`src/rtl/srf_pkg.sv`:
```
package srf_pkg;
  // segment order inside the rotated address vector
  localparam int SEG_DW  = 0;
  localparam int SEG_DRA = 1;
  localparam int SEG_DRB = 2;
  localparam int SEG_PW  = 3;
  localparam int SEG_PR  = 4;
  localparam int NSEG    = 5;

  typedef enum logic {
    SRC_LOCAL = 1'b0,
    SRC_NBR   = 1'b1
  } wsrc_e;
endpackage

```
`src/rtl/srf_stage_ctr.sv`:
```
module srf_stage_ctr #(
  parameter int SW = 3
) (
  input  logic          clk,
  input  logic          rst,
  input  logic          kernel_start,
  input  logic          iter_adv,
  output logic [SW-1:0] stage
);
  always_ff @(posedge clk) begin
    if (rst || kernel_start) begin
      stage <= '0;
    end else if (iter_adv) begin
      stage <= stage + 1'b1;
    end
  end

  // advance wraps modulo the stage range
  p_stage_step_r2: assert property (@(posedge clk) disable iff (rst)
    (iter_adv && !kernel_start) |=> (stage == SW'($past(stage) + 1'b1)));

  // no strobe, no change
  p_stage_hold_r2: assert property (@(posedge clk) disable iff (rst)
    (!iter_adv && !kernel_start) |=> $stable(stage));

  // start wins over advance
  p_stage_start_r3: assert property (@(posedge clk) disable iff (rst)
    kernel_start |=> (stage == '0));
endmodule

```
`src/rtl/srf_addr_rot.sv`:
```
module srf_addr_rot #(
  parameter int AW   = 3,
  parameter int NSEG = 5
) (
  input  logic [AW-1:0]           stage,
  input  logic [NSEG-1:0][AW-1:0] seg_in,
  output logic [NSEG-1:0][AW-1:0] seg_out
);
  // each configured field is offset by the stage; the carry is dropped
  for (genvar g = 0; g < NSEG; g++) begin : g_seg
    assign seg_out[g] = AW'(seg_in[g] + stage);
  end
endmodule

```
`src/rtl/srf_bank.sv`:
```
module srf_bank #(
  parameter int DEPTH = 8,
  parameter int DW    = 32,
  parameter int NRD   = 2,
  localparam int AW   = $clog2(DEPTH)
) (
  input  logic                   clk,
  input  logic                   rst,
  input  logic                   we,
  input  logic [AW-1:0]          waddr,
  input  logic [DW-1:0]          wdata,
  input  logic [NRD-1:0][AW-1:0] raddr,
  output logic [NRD-1:0][DW-1:0] rdata
);
  logic [DEPTH-1:0][DW-1:0] mem;

  // write port; nonblocking update gives old data to same-edge reads
  always_ff @(posedge clk) begin
    if (rst) begin
      mem <= '0;
    end else if (we) begin
      mem[waddr] <= wdata;
    end
  end

  for (genvar r = 0; r < NRD; r++) begin : g_rd
    always_ff @(posedge clk) begin
      if (rst) begin
        rdata[r] <= '0;
      end else begin
        rdata[r] <= mem[raddr[r]];
      end
    end
  end

  // reset leaves storage and outputs cleared
  p_reset_clear_r1: assert property (@(posedge clk)
    rst |=> ((mem == '0) && (rdata == '0)));

  // no enable, no change to storage
  p_idle_hold_r9: assert property (@(posedge clk) disable iff (rst)
    !we |=> $stable(mem));

  // an enabled write lands in the addressed entry
  p_write_lands_r4: assert property (@(posedge clk) disable iff (rst)
    we |=> (mem[$past(waddr)] == $past(wdata)));
endmodule

```
`src/rtl/stage_rot_regfile.sv`:
```
module stage_rot_regfile
  import srf_pkg::*;
#(
  parameter int DEPTH = 8,
  parameter int DW    = 32,
  localparam int AW   = $clog2(DEPTH)
) (
  input  logic          clk,
  input  logic          rst,
  input  logic          kernel_start,
  input  logic          iter_adv,
  output logic [AW-1:0] stage_o,
  input  logic          d_we,
  input  logic [AW-1:0] d_waddr,
  input  logic          d_wsrc,
  input  logic [DW-1:0] d_wdata_local,
  input  logic [DW-1:0] d_wdata_nbr,
  input  logic [AW-1:0] d_raddr_a,
  input  logic [AW-1:0] d_raddr_b,
  output logic [DW-1:0] d_rdata_a,
  output logic [DW-1:0] d_rdata_b,
  input  logic          p_we,
  input  logic [AW-1:0] p_waddr,
  input  logic          p_wdata,
  input  logic [AW-1:0] p_raddr,
  output logic          p_rdata
);
  logic [AW-1:0]           stage;
  logic [NSEG-1:0][AW-1:0] cfg_addr;
  logic [NSEG-1:0][AW-1:0] phys_addr;
  logic [DW-1:0]           d_wdata;
  logic [1:0][AW-1:0]      d_rd_addr;
  logic [1:0][DW-1:0]      d_rd_data;
  logic [0:0][AW-1:0]      p_rd_addr;
  logic [0:0][0:0]         p_rd_data;

  srf_stage_ctr #(.SW(AW)) u_stage (
    .clk          (clk),
    .rst          (rst),
    .kernel_start (kernel_start),
    .iter_adv     (iter_adv),
    .stage        (stage)
  );

  assign stage_o = stage;

  always_comb begin
    cfg_addr          = '0;
    cfg_addr[SEG_DW]  = d_waddr;
    cfg_addr[SEG_DRA] = d_raddr_a;
    cfg_addr[SEG_DRB] = d_raddr_b;
    cfg_addr[SEG_PW]  = p_waddr;
    cfg_addr[SEG_PR]  = p_raddr;
  end

  srf_addr_rot #(.AW(AW), .NSEG(NSEG)) u_rot (
    .stage   (stage),
    .seg_in  (cfg_addr),
    .seg_out (phys_addr)
  );

  // write source select: own result or neighbour cell
  always_comb begin
    if (wsrc_e'(d_wsrc) == SRC_NBR) d_wdata = d_wdata_nbr;
    else                            d_wdata = d_wdata_local;
  end

  assign d_rd_addr[0] = phys_addr[SEG_DRA];
  assign d_rd_addr[1] = phys_addr[SEG_DRB];
  assign p_rd_addr[0] = phys_addr[SEG_PR];

  srf_bank #(.DEPTH(DEPTH), .DW(DW), .NRD(2)) u_dfile (
    .clk   (clk),
    .rst   (rst),
    .we    (d_we),
    .waddr (phys_addr[SEG_DW]),
    .wdata (d_wdata),
    .raddr (d_rd_addr),
    .rdata (d_rd_data)
  );

  srf_bank #(.DEPTH(DEPTH), .DW(1), .NRD(1)) u_pfile (
    .clk   (clk),
    .rst   (rst),
    .we    (p_we),
    .waddr (phys_addr[SEG_PW]),
    .wdata (p_wdata),
    .raddr (p_rd_addr),
    .rdata (p_rd_data)
  );

  assign d_rdata_a = d_rd_data[0];
  assign d_rdata_b = d_rd_data[1];
  assign p_rdata   = p_rd_data[0][0];

  // two reads of the same configured address agree
  p_dual_read_r5: assert property (@(posedge clk) disable iff (rst)
    (d_raddr_a == d_raddr_b) |=> (d_rdata_a == d_rdata_b));

  // outputs and stage cleared after reset
  p_reset_out_r1: assert property (@(posedge clk)
    rst |=> ((stage_o == '0) && (d_rdata_a == '0) && (d_rdata_b == '0) && !p_rdata));
endmodule

```
`config.mk`:
```
export PLATFORM = sky130hd
export DESIGN_NAME = stage_rot_regfile
export DESIGN_NICKNAME = d
export VERILOG_FILES = /design/src/rtl/srf_pkg.sv /design/src/rtl/srf_stage_ctr.sv /design/src/rtl/srf_addr_rot.sv /design/src/rtl/srf_bank.sv /design/src/rtl/stage_rot_regfile.sv
export SDC_FILE = /design/constraint.sdc
export NUM_CORES = 1
export LEC_CHECK = 0
export ABC_CLOCK_PERIOD_IN_PS = 4550
export CAP_MARGIN = 40
export CORE_MARGIN = 2
export CORE_UTILIZATION = 45
export DETAILED_ROUTE_END_ITERATION = 12
export GPL_ROUTABILITY_DRIVEN = 0
export PLACE_DENSITY = 0.65
export SLEW_MARGIN = 40
export SYNTH_ARGS = -nofsm -noshare
export SYNTH_HDL_FRONTEND = slang
export SYNTH_SLANG_ARGS = --single-unit
```
`constraint.sdc`:
```
create_clock -name clk -period 4.55 [get_ports clk]
set_input_delay 0.455 -clock clk [delete_from_list [all_inputs] [get_ports clk]]
set_output_delay 0.455 -clock clk [all_outputs]
set_load 0.03 [all_outputs]
```
==> results_tabular.tex, run 1 <==
\begin{tabular}{lr}
\hline
Metric & Value \\
\hline
\multicolumn{2}{l}{\textbf{Yosys}} \\
\quad Library cell with the highest instance count after synthesis & sky130\_fd\_sc\_hd\_\_dfxtp\_1 \\
\quad Syn avg cell area & 11.4 um2 \\
\quad Share of synthesized flip-flops with an asynchronous set or reset & 0\% \\
\quad Instance count of the mapped netlist & 1451 \\
\quad Share of the synthesized area in the top cell type & 40.3\% \\
\quad Sequential share of the synthesized area & 40.3\% \\
\quad Cell types with the largest area share after synthesis & sky130\_fd\_sc\_hd\_\_dfxtp\_1 (40\%), sky130\_fd\_sc\_hd\_\_mux2i\_1 (18\%), sky130\_fd\_sc\_hd\_\_mux4\_2 (18\%) \\
\quad Most numerous cell types in the synthesized netlist & sky130\_fd\_sc\_hd\_\_dfxtp\_1 (332), sky130\_fd\_sc\_hd\_\_mux2i\_1 (298), sky130\_fd\_sc\_hd\_\_nand2b\_1 (265) \\
\quad Synthesis warning total & 0 \\
\quad Share of synthesized area spent on multiplexers & 35.8\% \\
\quad Main combinational cell family by area after synthesis & multiplexers \\
\quad EDFF count, synth & 0 \\
\quad Summed instance area of the synthesized netlist & 0.0165 mm2 \\
\quad Number of distinct standard cells referenced by the synthesized netlist & 28 \\
\quad Synthesized-area fraction occupied by ao, oa, aoi and oai cells & 1.94\% \\
\quad Most used flip-flop cell after synthesis & sky130\_fd\_sc\_hd\_\_dfxtp\_1 \\
\quad Post-synthesis share of cell area spent on full adders, half adders and majority gates & 1.06\% \\
\quad Cell type with the largest total area after synthesis & sky130\_fd\_sc\_hd\_\_dfxtp\_1 \\
\quad Yosys reg bits & 332 \\
\quad Syn\_nets & 1549 \\
\quad Post-synthesis share of cell area spent on xor and xnor gates & 1.37\% \\
\quad Simple logic cell fraction of the synthesized area & 15.2\% \\
\multicolumn{2}{l}{\textbf{Route}} \\
\quad Via count of the routed design & 11100 \\
\quad Starting DRC count in detailed routing & 582 \\
\quad Wirelength, routed & 40600 um \\
\quad Final routed DRC violation total & 0 \\
\quad Average detailed-routed wire length per instance & 20.1 um \\
\quad Number of optimization iterations in the first detailed-route pass & 6 \\
\quad Vias per cell & 5.47 \\
\quad Post-route ant nets & 0 \\
\multicolumn{2}{l}{\textbf{Place}} \\
\quad Half-perimeter wire length after detailed placement & 25000 um \\
\quad Port Buffers & 154 \\
\multicolumn{2}{l}{\textbf{Timing}} \\
\quad Final sum of negative setup slack & 0 ns \\
\quad Final number of hold-violating endpoints & 0 \\
\quad Number of pins with negative max-slew slack in the final report & 0 \\
\quad Hold slack & 0.472 ns \\
\quad Clock period minus final worst setup slack & 3.15 ns \\
\quad Actual transition at the worst max-transition pin & 0.851 ns \\
\quad Unrepaired setup endpoints after global routing & false \\
\quad Final setup violating endpoints & 0 \\
\quad Relative slew slack & 43.3\% \\
\quad Share of the clock period used by the worst path & 69.3\% \\
\quad Max frequency & 317 MHz \\
\quad Maximum clock skew at final layout & 0.0143 ns \\
\multicolumn{2}{l}{\textbf{Floorplan}} \\
\quad Die Outline Area & 0.0382 mm2 \\
\quad Die Height & 195 um \\
\quad Total core area & 0.0363 mm2 \\
\quad Floorplan row count & 70 \\
\quad Number of primary I/O pins & 155 \\
\quad Horizontal extent of the die & 195 um \\
\quad Initial standard-cell utilization of the core & 45.4\% \\
\multicolumn{2}{l}{\textbf{Power and ir drop}} \\
\quad Relative contribution of combinational cells to total power & 13.0\% \\
\quad Switching component of the power & 1.70 mW \\
\quad Pleak & 7.09 nW \\
\quad Proportion of power drawn by flip-flops and latches & 44.1\% \\
\quad Internal & 5.24 mW \\
\quad Power Density & 355 mW/mm2 \\
\quad Switching Share & 24.5\% \\
\quad Worst IR Drop VDD & 250 uV \\
\quad Clock power share & 42.9\% \\
\multicolumn{2}{l}{\textbf{Status}} \\
\quad Outcome & completed \\
\multicolumn{2}{l}{\textbf{CTS}} \\
\quad Cells resized by post-CTS repair & 0 \\
\quad Insertion delay to the later sink of the worst-skew pair & 0.51 ns \\
\quad Num CTS Buffers & 37 \\
\quad Quantity of hold-fixing buffers added after cts & 0 \\
\quad H-Tree Level Count & 2 \\
\quad Maximum clock insertion buffer count & 3 \\
\quad CTS tree & done \\
\quad TritonCTS sink count & 332 \\
\quad Clock-pin slew on the worst setup and hold paths & 0.06 ns \\
\quad Clock root cell & sky130\_fd\_sc\_hd\_\_clkbuf\_16 \\
\quad Post-CTS setup repair buffer count & 0 \\
\multicolumn{2}{l}{\textbf{Global routing}} \\
\quad Pin count of the biggest net entering global routing & 149 \\
\quad First-pass GRT wire length & 64700 um \\
\quad Vias in the first global route & 11500 \\
\quad Gr usage total & 21.5\% \\
\quad GR Overflow Total & 0 \\
\quad Antenna violations before repair & 0 \\
\multicolumn{2}{l}{\textbf{Setup path}} \\
\quad Critical path data required time & 4.98 ns \\
\quad Buffers plus inverters on the worst setup path & 2 \\
\quad Slowest cell on the critical path & sky130\_fd\_sc\_hd\_\_dfxtp\_1 \\
\quad Cell breakdown of the critical path & ha\_1, inv\_1, fa\_1, xor3\_1, nor2\_4, buf\_12, mux2i\_1 \\
\quad Longest individual stage delay on the worst path & 0.69 ns \\
\quad Data arrival, critical path & 3.58 ns \\
\quad Biggest fanout along the worst timing path & 20 \\
\quad Category of cells accounting for the largest share of critical-path delay & flip-flops \\
\quad Type of origin of the critical path & register \\
\quad Critical path capture point type & register \\
\quad Crit path kind & register to register \\
\multicolumn{2}{l}{\textbf{Flow run}} \\
\quad Max-cap violation count & 0 \\
\multicolumn{2}{l}{\textbf{Worst hold path}} \\
\quad Worst min-delay path class & register to register \\
\multicolumn{2}{l}{\textbf{Finish}} \\
\quad Area Overhead vs Synth & 18.4\% \\
\quad \# nets final & 1630 \\
\quad Antenna diodes & 0 \\
\quad Number of fillers in the final layout & 3137 \\
\quad Fraction of final layout cells with drive strength greater than 1 & 17.1\% \\
\hline
\end{tabular}
[per-stage QoR]
step           util [%]  total power, mW  setup WS, ns  instance area [um2]  cells
6_report           53.8             6.94          1.40                19500   2022
5_1_grt            53.8             7.19          1.19                19500   2022
4_1_cts            53.8             7.02          1.34                19500   2022
3_5_place_dp       50.5             4.03          1.27                18300   1961
3_3_place_gp       50.4             4.02          1.27                18300   1961
2_1_floorplan         -             3.73          1.97                16500   1451
[per-layer routing]
layer	vias to the layer above	share of wire (%)	GRT usage, %
met5	-	0	0
met4	0	1.9	5.34
met3	48	3.5	2.88
met2	221	49	36.6
met1	5577	46	28.9
li1	5217	-	-
[worst register-to-register path, delay by kind of cell, from the launching register on]
family	cells	cell delay, ns
simple gates	1	0.59
flops	1	0.69
buf+inv	2	0.37
fa+ha+maj	2	0.65
xor+xnor	1	0.53
mux	1	0.23
[path summary, 6_finish.rpt]
check | from | slack [ns] | cells past startpoint | endpoint
hold reg to reg | u_pfile.mem[4] | 0.47 | 2 | u_pfile.mem[4]
hold / removal | u_pfile.mem[4] | 0.47 | 2 | u_pfile.mem[4]
setup / recovery | u_stage.stage[0] | 1.40 | 7 | u_dfile.mem[135]
setup reg to reg | u_stage.stage[0] | 1.40 | 7 | u_dfile.mem[135]
[flip-flops by register name (all words and copies together), names as in the netlist]
name	count
u_stage.stage	3
u_pfile.rdata	1
u_dfile.rdata	64
u_dfile.mem	256
u_pfile.mem	8
[area by class of cell]
cell class / count / area, um2 / share of cell area [%]
Sequential cell: 332 / 6650 / 34.0
Clock inverter: 9 / 128 / 0.653
Tap cell: 468 / 586 / 3.00
Clock buffer: 52 / 1070 / 5.49
Inverter: 11 / 41.3 / 0.211
Timing Repair Buffer: 184 / 1850 / 9.48
Multi-Input combinational cell: 966 / 9210 / 47.2
[logic make-up after synthesis]
family                   count (synthesis)
AO/OA/AOI/OAI                           64
adder cells (fa/ha/maj)                 11
AND/OR/NAND/NOR                        452
multiplexers                           428
buffers and inverters                  153
XOR/XNOR                                11
flip-flops                             332
[power groups by stage]
stage	sequential, mW	clock (mW)	combinational, mW
global placement	3.12	0	0.906
global route	3.07	3.16	0.968
detailed placement	3.12	0	0.915
floorplan	3.13	0	0.598
CTS	3.06	3.05	0.917
finish	3.06	2.98	0.904
[cells in the final DEF (no fill, tap or decap), types with 5 or more instances in the layout]
cell | synthesis | final
sky130_fd_sc_hd__nand2b_1 | 265 | 265
sky130_fd_sc_hd__mux4_2 | 130 | 130
sky130_fd_sc_hd__nand2_1 | 135 | 133
sky130_fd_sc_hd__dfxtp_1 | 332 | 332
sky130_fd_sc_hd__clkbuf_16 | 0 | 37
sky130_fd_sc_hd__or2_2 | 32 | 32
sky130_fd_sc_hd__buf_4 | 19 | 23
sky130_fd_sc_hd__inv_1 | 11 | 11
sky130_fd_sc_hd__clkdlybuf4s50_1 | 0 | 152
sky130_fd_sc_hd__buf_12 | 0 | 7
sky130_fd_sc_hd__clkbuf_1 | 65 | 6
sky130_fd_sc_hd__mux2i_1 | 298 | 298
sky130_fd_sc_hd__a21oi_1 | 64 | 64
sky130_fd_sc_hd__nor3_1 | 5 | 5
sky130_fd_sc_hd__clkbuf_8 | 0 | 10
(Power assumes the default switching activity.)
==> run 2, diff against run 1 <==
ABC_CLOCK_PERIOD_IN_PS = 2500   (was 4550)
PLACE_DENSITY = 0.68   (was 0.65)
clock period = 2.5 ns   (was 4.55 ns; I/O delays follow)
==> run 2 against run 1 <==
Effect of this change: global-route usage is essentially flat; cell count increased by 1.7%; combinational power increased by 99%; clock-buffer cell count is 1 higher; sequential share of layout area is 1.1 points lower; worst hold slack got worse by 0.19 ns; fmax up 33%; via count is 1.6% higher; sequential cell count unchanged; sequential power grew 82%; die area stayed put; clock skew is essentially flat.
==> results_tabular.tex, run 2 (synthesis gave the netlist of run 1 again) <==
\begin{tabular}{lr}
\hline
Metric & Value \\
\hline
\multicolumn{2}{l}{\textbf{Global routing}} \\
\quad GR Overflow Total & 0 (unchanged) \\
\quad Vias in the first global route & 11700 (was 11500) \\
\quad Pin count of the biggest net entering global routing & 85 (was 149) \\
\quad Antenna violations before repair & 0 (unchanged) \\
\quad Gr usage total & 21.5\% (about the same) \\
\quad First-pass GRT wire length & 64600 um (was 64700 um) \\
\multicolumn{2}{l}{\textbf{Finish}} \\
\quad Area Overhead vs Synth & 22.5\% (was 18.4\%) \\
\quad Biggest register & u\_dfile.mem (unchanged) \\
\quad Leading cell types in the layout, fill and taps excluded & sky130\_fd\_sc\_hd\_\_dfxtp\_1 (331), sky130\_fd\_sc\_hd\_\_mux2i\_1 (298), sky130\_fd\_sc\_hd\_\_nand2b\_1 (265) (was sky130\_fd\_sc\_hd\_\_dfxtp\_1 (332), sky130\_fd\_sc\_hd\_\_mux2i\_1 (298), sky130\_fd\_sc\_hd\_\_nand2b\_1 (265)) \\
\quad \# nets final & 1662 (was 1630) \\
\quad Largest registers & u\_dfile.mem x256, u\_dfile.rdata x64, u\_pfile.mem x8 (unchanged) \\
\quad Most common cell after layout, fill and taps aside & sky130\_fd\_sc\_hd\_\_dfxtp\_1 (unchanged) \\
\quad Antenna diodes & 0 (unchanged) \\
\quad Fraction of final layout cells with drive strength greater than 1 & 18.7\% (was 17.1\%) \\
\quad Finished Cell Area & 0.0202 mm2 (was 0.0195 mm2) \\
\quad Flip-flop count of the largest register, all copies and words added & 256 (unchanged) \\
\quad Number of fillers in the final layout & 3063 (was 3137) \\
\multicolumn{2}{l}{\textbf{Floorplan}} \\
\quad Die Height & 195 um (unchanged) \\
\quad Floorplan row count & 70 (unchanged) \\
\quad Total core area & 0.0363 mm2 (unchanged) \\
\quad Horizontal extent of the die & 195 um (unchanged) \\
\quad Die Outline Area & 0.0382 mm2 (unchanged) \\
\quad Initial standard-cell utilization of the core & 45.4\% (unchanged) \\
\quad Number of primary I/O pins & 155 (unchanged) \\
\multicolumn{2}{l}{\textbf{Worst hold path}} \\
\quad Launch instance of the worst min-delay path & rst (was u\_pfile.mem[4]) \\
\quad Depth of the worst hold-timing path & 2 (unchanged) \\
\quad Worst Hold Endpoint & u\_dfile.rdata[41] (was u\_pfile.mem[4]) \\
\quad Worst min-delay path class & input port to register (was register to register) \\
\multicolumn{2}{l}{\textbf{Power and ir drop}} \\
\quad Total power & 13.0 mW (was 6.94 mW) \\
\quad Internal & 9.84 mW (was 5.24 mW) \\
\quad Switching Share & 24.3\% (was 24.5\%) \\
\quad Pleak & 7.40 nW (was 7.09 nW) \\
\quad Relative contribution of combinational cells to total power & 13.9\% (was 13.0\%) \\
\quad Clock power share & 43.3\% (was 42.9\%) \\
\quad Worst IR Drop VDD & 480 uV (was 250 uV) \\
\quad Power Density & 643 mW/mm2 (was 355 mW/mm2) \\
\quad Switching component of the power & 3.16 mW (was 1.70 mW) \\
\quad Proportion of power drawn by flip-flops and latches & 42.8\% (was 44.1\%) \\
\multicolumn{2}{l}{\textbf{Setup path}} \\
\quad Buffers plus inverters on the worst setup path & 2 (unchanged) \\
\quad Biggest fanout along the worst timing path & 10 (was 20) \\
\quad Critical path data required time & 2.95 ns (was 4.98 ns) \\
\quad Crit path kind & register to register (unchanged) \\
\quad Beginning of the worst register-to-register path & u\_stage.stage[0] (unchanged) \\
\quad Setup slack of the most critical reg-to-reg path & 0.13 ns (was 1.40 ns) \\
\quad Critical path capture point type & register (unchanged) \\
\quad Data arrival, critical path & 2.82 ns (was 3.58 ns) \\
\quad Type of origin of the critical path & register (unchanged) \\
\quad Slowest cell on the critical path & sky130\_fd\_sc\_hd\_\_xnor3\_2 (was sky130\_fd\_sc\_hd\_\_dfxtp\_1) \\
\quad Category of cells accounting for the largest share of critical-path delay & adder cells (was flip-flops) \\
\quad Cell breakdown of the critical path & ha\_1, inv\_1, fa\_1, xnor3\_2, nor2\_4, buf\_4, mux2i\_1 (was ha\_1, inv\_1, fa\_1, xor3\_1, nor2\_4, buf\_12, mux2i\_1) \\
\quad Longest individual stage delay on the worst path & 0.49 ns (was 0.69 ns) \\
\quad Terminus of the critical flop-to-flop path & u\_dfile.mem[8] (was u\_dfile.mem[135]) \\
\quad Worst reg2reg path depth & 7 (unchanged) \\
\multicolumn{2}{l}{\textbf{CTS}} \\
\quad Clock root cell & sky130\_fd\_sc\_hd\_\_clkbuf\_16 (unchanged) \\
\quad H-Tree Level Count & 2 (unchanged) \\
\quad Maximum clock insertion buffer count & 3 (unchanged) \\
\quad Quantity of hold-fixing buffers added after cts & 0 (unchanged) \\
\quad Clock-pin slew on the worst setup and hold paths & 0.06 ns (about the same) \\
\quad Num CTS Buffers & 38 (was 37) \\
\quad CTS tree & done (unchanged) \\
\quad TritonCTS sink count & 332 (unchanged) \\
\quad Insertion delay to the later sink of the worst-skew pair & 0.53 ns (was 0.51 ns) \\
\multicolumn{2}{l}{\textbf{Timing}} \\
\quad Number of pins with negative max-slew slack in the final report & 0 (unchanged) \\
\quad Setup slack after layout & 0.132 ns (was 1.40 ns) \\
\quad Actual transition at the worst max-transition pin & 0.504 ns (was 0.851 ns) \\
\quad Hold slack & 0.283 ns (was 0.472 ns) \\
\quad Unrepaired setup endpoints after global routing & false (unchanged) \\
\quad Clock period minus final worst setup slack & 2.37 ns (was 3.15 ns) \\
\quad Final setup violating endpoints & 0 (unchanged) \\
\quad Relative slew slack & 66.4\% (was 43.3\%) \\
\quad Final sum of negative setup slack & 0 ns (unchanged) \\
\quad Final number of hold-violating endpoints & 0 (unchanged) \\
\quad Maximum clock skew at final layout & 0.0147 ns (was 0.0143 ns) \\
\quad Share of the clock period used by the worst path & 94.7\% (was 69.3\%) \\
\quad Max frequency & 422 MHz (was 317 MHz) \\
\multicolumn{2}{l}{\textbf{Place}} \\
\quad Pre-CTS worst setup slack & -0.250 ns (was 1.27 ns) \\
\quad Half-perimeter wire length after detailed placement & 26400 um (was 25000 um) \\
\quad Post-place instance area & 0.0190 mm2 (was 0.0183 mm2) \\
\quad Port Buffers & 154 (unchanged) \\
\multicolumn{2}{l}{\textbf{Route}} \\
\quad Number of optimization iterations in the first detailed-route pass & 4 (was 6) \\
\quad Starting DRC count in detailed routing & 660 (was 582) \\
\quad Wirelength, routed & 41000 um (was 40600 um) \\
\quad Via count of the routed design & 11200 (was 11100) \\
\quad Average detailed-routed wire length per instance & 19.9 um (was 20.1 um) \\
\quad Final routed DRC violation total & 0 (unchanged) \\
\quad Post-route ant nets & 0 (unchanged) \\
\quad Vias per cell & 5.47 (about the same) \\
\multicolumn{2}{l}{\textbf{Flow run}} \\
\quad Max-cap violation count & 0 (unchanged) \\
\multicolumn{2}{l}{\textbf{Status}} \\
\quad Outcome & completed (unchanged) \\
\hline
\end{tabular}
-- run 2: what timing repair did --
item / 4_1_cts / 5_1_grt
gates cloned: 0 / 0
setup buffers: 1 / 0
pin swaps: 1 / 1
endpoints found under the setup margin: 1 / 38
gates resized for setup: 1 / 1
-- run 2: power groups by stage --
stage	logic (mW)	registers (mW)	clock network [mW]
floorplan	1.09	5.69	0
global placement	1.80	5.67	0
detailed placement	1.81	5.68	0
CTS	1.82	5.56	5.76
global route	1.91	5.58	5.96
finish	1.80	5.56	5.63
-- run 2: how the worst max path moves through the flow --
stage / startpoint / end / slack, ns / depth (start not counted)
after global placement: d_waddr[0] / u_dfile.mem[239] / -0.18 / 8
after global routing: u_stage.stage[0] / u_dfile.mem[8] / 0.02 / 7
final: u_stage.stage[0] / u_dfile.mem[8] / 0.13 / 7
after CTS: u_stage.stage[0] / u_dfile.mem[240] / 0.03 / 8
after floorplan: u_stage.stage[1] / u_dfile.rdata[10] / -0.07 / 7
after detailed placement: d_waddr[0] / u_dfile.mem[238] / -0.25 / 8
-- run 2: per-layer routing --
layer / GRT usage, % / part of all wire [%] / wire length (um) / up-vias
met5: 0 / 0 / 0 / -
met4: 6.67 / 2.6 / 1060 / 0
met3: 2.57 / 4.0 / 1630 / 73
met2: 38.0 / 50 / 20600 / 246
met1: 27.6 / 43 / 17700 / 5634
li1: - / - / - / 5288
-- run 2: cell type report --
| class | count | area [um2] | share of cell area, % |
|---|---|---|---|
| flip-flops and latches | 332 | 6650 | 32.9 |
| inverters | 11 | 41.3 | 0.204 |
| multi-input cells | 966 | 9210 | 45.6 |
| well taps | 468 | 586 | 2.90 |
| clock buffers | 53 | 1060 | 5.24 |
| repair buffers | 215 | 2470 | 12.2 |
| clock inverters | 11 | 188 | 0.929 |
-- run 2: through the flow --
stage,cells,utilization (%)
after floorplan,1451,-
after global placement,1991,52.1
after detailed placement,1991,52.1
after CTS,2056,55.6
after global routing,2056,55.6
final,2056,55.6
-- run 2: worst reg2reg max path, stage by stage, from the launching register on --
cell                      delay [ns]
sky130_fd_sc_hd__dfxtp_2        0.43
sky130_fd_sc_hd__ha_1           0.18
sky130_fd_sc_hd__inv_1          0.05
sky130_fd_sc_hd__fa_1           0.42
sky130_fd_sc_hd__xnor3_2        0.49
sky130_fd_sc_hd__nor2_4         0.20
sky130_fd_sc_hd__buf_4          0.29
sky130_fd_sc_hd__mux2i_1        0.24
==> run 3, diff against run 2 <==
SYNTH_HIERARCHICAL = 1   (was unset)
==> run 3 against run 2 <==
Effect of this change: highest routed layer unchanged; clock skew is 0.0036 ns higher; global-route usage is 2.2 points higher; sequential power hardly changed; cell count is 9.3% higher; clock-buffer cell count is 6 lower; sequential cell count stayed put; synthesized cell count is 14% higher; first-iteration DRC count is 45% higher; the run now ends with DRC left; routed wire length is 12% higher; design area is 2.2% lower.
==> results_tabular.tex, run 3 <==
\begin{tabular}{lr}
\hline
Metric & Value \\
\hline
\multicolumn{2}{l}{\textbf{Status}} \\
\quad Outcome & finished, violations left (was completed) \\
\quad Violated checks & DRC \\
\multicolumn{2}{l}{\textbf{Power and ir drop}} \\
\quad Relative contribution of combinational cells to total power & 14.0\% (was 13.9\%) \\
\quad Worst IR Drop VDD & 382 uV (was 480 uV) \\
\quad Clock power share & 44.2\% (was 43.3\%) \\
\quad Pleak & 7.35 nW (was 7.40 nW) \\
\quad Power Density & 672 mW/mm2 (was 643 mW/mm2) \\
\quad Switching Share & 25.1\% (was 24.3\%) \\
\quad Switching component of the power & 3.33 mW (was 3.16 mW) \\
\quad Internal & 9.95 mW (was 9.84 mW) \\
\quad Proportion of power drawn by flip-flops and latches & 41.8\% (was 42.8\%) \\
\multicolumn{2}{l}{\textbf{Route}} \\
\quad Vias per cell & 5.72 (was 5.47) \\
\quad Average detailed-routed wire length per instance & 20.4 um (was 19.9 um) \\
\quad Via count of the routed design & 12900 (was 11200) \\
\quad Number of optimization iterations in the first detailed-route pass & 10 (was 4) \\
\quad Final routed DRC violation total & 8 (was 0) \\
\quad Wirelength, routed & 45900 um (was 41000 um) \\
\quad Starting DRC count in detailed routing & 958 (was 660) \\
\quad Post-route ant nets & 0 (unchanged) \\
\multicolumn{2}{l}{\textbf{Floorplan}} \\
\quad Die Height & 194 um (was 195 um) \\
\quad Die Outline Area & 0.0378 mm2 (was 0.0382 mm2) \\
\quad Horizontal extent of the die & 194 um (was 195 um) \\
\quad Total core area & 0.0357 mm2 (was 0.0363 mm2) \\
\quad Number of primary I/O pins & 155 (unchanged) \\
\quad Floorplan row count & 69 (was 70) \\
\quad Initial standard-cell utilization of the core & 45.7\% (was 45.4\%) \\
\multicolumn{2}{l}{\textbf{Timing}} \\
\quad Max frequency & 413 MHz (was 422 MHz) \\
\quad Number of pins with negative max-slew slack in the final report & 0 (unchanged) \\
\quad Hold slack & 0.154 ns (was 0.283 ns) \\
\quad Final number of hold-violating endpoints & 0 (unchanged) \\
\quad Relative slew slack & 65.4\% (was 66.4\%) \\
\quad Unrepaired setup endpoints after global routing & true (was false) \\
\quad Final setup violating endpoints & 0 (unchanged) \\
\quad Share of the clock period used by the worst path & 96.9\% (was 94.7\%) \\
\quad Actual transition at the worst max-transition pin & 0.520 ns (was 0.504 ns) \\
\quad Maximum clock skew at final layout & 0.0183 ns (was 0.0147 ns) \\
\quad Clock period minus final worst setup slack & 2.42 ns (was 2.37 ns) \\
\multicolumn{2}{l}{\textbf{Setup path}} \\
\quad Longest individual stage delay on the worst path & 0.59 ns (was 0.49 ns) \\
\quad Worst reg2reg path depth & 8 (was 7) \\
\quad Beginning of the worst register-to-register path & u\_stage/stage[0] (was u\_stage.stage[0]) \\
\quad Slowest cell on the critical path & sky130\_fd\_sc\_hd\_\_mux4\_1 (was sky130\_fd\_sc\_hd\_\_xnor3\_2) \\
\quad Crit path kind & register to register (unchanged) \\
\quad Setup slack of the most critical reg-to-reg path & 0.08 ns (was 0.13 ns) \\
\quad Critical path data required time & 2.90 ns (was 2.95 ns) \\
\quad Critical path capture point type & register (unchanged) \\
\quad Buffers plus inverters on the worst setup path & 3 (was 2) \\
\quad Category of cells accounting for the largest share of critical-path delay & multiplexers (was adder cells) \\
\quad Data arrival, critical path & 2.82 ns (about the same) \\
\quad Cell breakdown of the critical path & ha\_2, inv\_1, fa\_1, clkinv\_4, buf\_12, mux4\_1, mux2i\_2, nor2\_1 (was ha\_1, inv\_1, fa\_1, xnor3\_2, nor2\_4, buf\_4, mux2i\_1) \\
\quad Type of origin of the critical path & register (unchanged) \\
\quad Terminus of the critical flop-to-flop path & u\_dfile/rdata[35] (was u\_dfile.mem[8]) \\
\quad Biggest fanout along the worst timing path & 15 (was 10) \\
\multicolumn{2}{l}{\textbf{Finish}} \\
\quad Leading cell types in the layout, fill and taps excluded & sky130\_fd\_sc\_hd\_\_nand2\_1 (512), sky130\_fd\_sc\_hd\_\_dfxtp\_1 (330), sky130\_fd\_sc\_hd\_\_a21oi\_1 (256) (was sky130\_fd\_sc\_hd\_\_dfxtp\_1 (331), sky130\_fd\_sc\_hd\_\_mux2i\_1 (298), sky130\_fd\_sc\_hd\_\_nand2b\_1 (265)) \\
\quad Antenna diodes & 0 (unchanged) \\
\quad Biggest register & u\_dfile/mem (was u\_dfile.mem) \\
\quad Largest registers & u\_dfile/mem x256, u\_dfile/rdata x64, u\_pfile/mem x8 (was u\_dfile.mem x256, u\_dfile.rdata x64, u\_pfile.mem x8) \\
\quad Most common cell after layout, fill and taps aside & sky130\_fd\_sc\_hd\_\_nand2\_1 (was sky130\_fd\_sc\_hd\_\_dfxtp\_1) \\
\quad Finished Cell Area & 0.0198 mm2 (was 0.0202 mm2) \\
\quad Flip-flop count of the largest register, all copies and words added & 256 (unchanged) \\
\quad \# nets final & 1857 (was 1662) \\
\quad Area Overhead vs Synth & 21.3\% (was 22.5\%) \\
\quad Fraction of final layout cells with drive strength greater than 1 & 16.8\% (was 18.7\%) \\
\multicolumn{2}{l}{\textbf{Yosys}} \\
\quad Share of synthesized flip-flops with an asynchronous set or reset & 0\% (unchanged) \\
\quad Yosys reg bits & 332 (unchanged) \\
\quad Most numerous cell types in the synthesized netlist & sky130\_fd\_sc\_hd\_\_nand2\_1 (512), sky130\_fd\_sc\_hd\_\_dfxtp\_1 (332), sky130\_fd\_sc\_hd\_\_a21oi\_1 (256) (was sky130\_fd\_sc\_hd\_\_dfxtp\_1 (332), sky130\_fd\_sc\_hd\_\_mux2i\_1 (298), sky130\_fd\_sc\_hd\_\_nand2b\_1 (265)) \\
\quad Summed instance area of the synthesized netlist & 0.0163 mm2 (was 0.0165 mm2) \\
\quad Number of distinct standard cells referenced by the synthesized netlist & 36 (was 28) \\
\quad Syn\_nets & 1747 (was 1549) \\
\quad Share of the synthesized area in the top cell type & 40.8\% (was 40.3\%) \\
\quad EDFF count, synth & 0 (unchanged) \\
\quad Cell types with the largest area share after synthesis & sky130\_fd\_sc\_hd\_\_dfxtp\_1 (41\%), sky130\_fd\_sc\_hd\_\_nand2\_1 (12\%), sky130\_fd\_sc\_hd\_\_mux4\_2 (12\%) (was sky130\_fd\_sc\_hd\_\_dfxtp\_1 (40\%), sky130\_fd\_sc\_hd\_\_mux2i\_1 (18\%), sky130\_fd\_sc\_hd\_\_mux4\_2 (18\%)) \\
\quad Most used flip-flop cell after synthesis & sky130\_fd\_sc\_hd\_\_dfxtp\_1 (unchanged) \\
\quad Sequential share of the synthesized area & 40.8\% (was 40.3\%) \\
\quad Cell type with the largest total area after synthesis & sky130\_fd\_sc\_hd\_\_dfxtp\_1 (unchanged) \\
\quad Syn avg cell area & 9.88 um2 (was 11.4 um2) \\
\quad Synthesis warning total & 6 (was 0) \\
\quad Library cell with the highest instance count after synthesis & sky130\_fd\_sc\_hd\_\_nand2\_1 (was sky130\_fd\_sc\_hd\_\_dfxtp\_1) \\
\quad Instance count of the mapped netlist & 1649 (was 1451) \\
\multicolumn{2}{l}{\textbf{Worst hold path}} \\
\quad Depth of the worst hold-timing path & 2 (unchanged) \\
\quad Worst min-delay path class & input port to register (unchanged) \\
\quad Worst Hold Endpoint & u\_pfile/mem[0] (was u\_dfile.rdata[41]) \\
\quad Launch instance of the worst min-delay path & rst (unchanged) \\
\multicolumn{2}{l}{\textbf{Global routing}} \\
\quad Pin count of the biggest net entering global routing & 81 (was 85) \\
\quad First-pass GRT wire length & 70400 um (was 64600 um) \\
\quad Vias in the first global route & 12700 (was 11700) \\
\quad Antenna violations before repair & 0 (unchanged) \\
\quad Gr usage total & 23.7\% (was 21.5\%) \\
\quad GR Overflow Total & 0 (unchanged) \\
\multicolumn{2}{l}{\textbf{CTS}} \\
\quad Clock root cell & sky130\_fd\_sc\_hd\_\_clkbuf\_16 (unchanged) \\
\quad TritonCTS sink count & 332 (unchanged) \\
\quad Insertion delay to the later sink of the worst-skew pair & 0.52 ns (was 0.53 ns) \\
\quad CTS tree & done (unchanged) \\
\quad Maximum clock insertion buffer count & 3 (unchanged) \\
\quad Post-CTS setup repair buffer count & 0 (was 1) \\
\quad Num CTS Buffers & 37 (was 38) \\
\quad H-Tree Level Count & 2 (unchanged) \\
\quad Clock-pin slew on the worst setup and hold paths & 0.06 ns (about the same) \\
\multicolumn{2}{l}{\textbf{Place}} \\
\quad Port Buffers & 154 (unchanged) \\
\quad Post-place instance area & 0.0184 mm2 (was 0.0190 mm2) \\
\quad Half-perimeter wire length after detailed placement & 28500 um (was 26400 um) \\
\multicolumn{2}{l}{\textbf{Flow run}} \\
\quad Max-cap violation count & 0 (unchanged) \\
\hline
\end{tabular}
## run 3: cell types whose count changed after synthesis, moves of 46 or more
cell / change
sky130_fd_sc_hd__mux4_2: -46
sky130_fd_sc_hd__mux2i_1: -223
sky130_fd_sc_hd__nand2_1: +377
sky130_fd_sc_hd__nor2_1: +73
sky130_fd_sc_hd__nand2b_1: -265
sky130_fd_sc_hd__a21oi_1: +192
## run 3: power by group through the flow
stage	Combinational (mW)	Sequential [mW]	Clock [mW]
after floorplan	1.18	5.69	0
after global placement	1.80	5.66	0
after detailed placement	1.82	5.67	0
after CTS	1.83	5.55	5.94
after global routing	1.97	5.57	6.18
final	1.86	5.55	5.86
## run 3: how the worst max path moves through the flow
stage / slack [ns] / from / depth (start not counted) / end
floorplan: 0.09 / u_stage/stage[1] / 8 / u_dfile/rdata[28]
global placement: -0.28 / d_raddr_a[0] / 9 / u_dfile/rdata[0]
detailed placement: -0.27 / d_raddr_a[0] / 9 / u_dfile/rdata[0]
CTS: 0.06 / u_stage/stage[0] / 8 / u_dfile/rdata[49]
global route: -0.001 / u_stage/stage[1] / 7 / u_dfile/rdata[50]
finish: 0.08 / u_stage/stage[0] / 8 / u_dfile/rdata[35]
## run 3: what timing repair did
item,in CTS,in global routing
gates resized for setup,0,5
hold buffers,0,0
setup endpoints to repair,0,17
## run 3: cell type report
class | instances | area (um2)
multi-input combinational | 1126 | 8430
clock buffer | 47 | 1060
sequential | 332 | 6650
timing repair buffer | 245 | 2710
fill | 3089 | 15900
clock inverter | 20 | 270
tap | 461 | 577
inverter | 17 | 71.3
## run 3: routing by layer
layer	vias to the layer above	share of wire, %	global-route usage [%]
met5	-	0	0
met4	0	3.0	8.86
met3	108	7.3	3.51
met2	533	50	41.4
met1	6306	40	29.9
li1	5908	-	-
## run 3: through the flow
stage,util (%),cells,TNS (ns),worst slack (ns),total power [mW]
6_report,55.4,2248,0,0.0778,13.3
5_1_grt,55.4,2248,-0.00132,-0.00132,13.7
4_1_cts,55.2,2246,0,0.0610,13.3
3_5_place_dp,51.5,2179,-21.85,-0.274,7.49
3_3_place_gp,51.5,2179,-16.77,-0.277,7.45
2_1_floorplan,-,1649,0,0.0884,6.86
## run 3: logic make-up after synthesis
| kind of cell | after synthesis | synth area share, % |
|---|---|---|
| xor gates and xnor gates | 6 | 0.745 |
| AOI/OAI and AO/OA | 260 | 8.10 |
| buffers and inverters | 191 | 7.72 |
| muxes | 236 | 26.4 |
| DFF | 332 | 40.8 |
| and+or+nand+nor | 613 | 15.2 |
| adders and majority gates | 11 | 1.07 |
## run 3: worst reg2reg max path, cell delays in order, from the launching register on
cell and delay [ns]:
sky130_fd_sc_hd__dfxtp_4 0.38, sky130_fd_sc_hd__ha_2 0.16, sky130_fd_sc_hd__inv_1 0.04, sky130_fd_sc_hd__fa_1 0.49, sky130_fd_sc_hd__clkinv_4 0.17, sky130_fd_sc_hd__buf_12 0.20
sky130_fd_sc_hd__mux4_1 0.59, sky130_fd_sc_hd__mux2i_2 0.22, sky130_fd_sc_hd__nor2_1 0.06
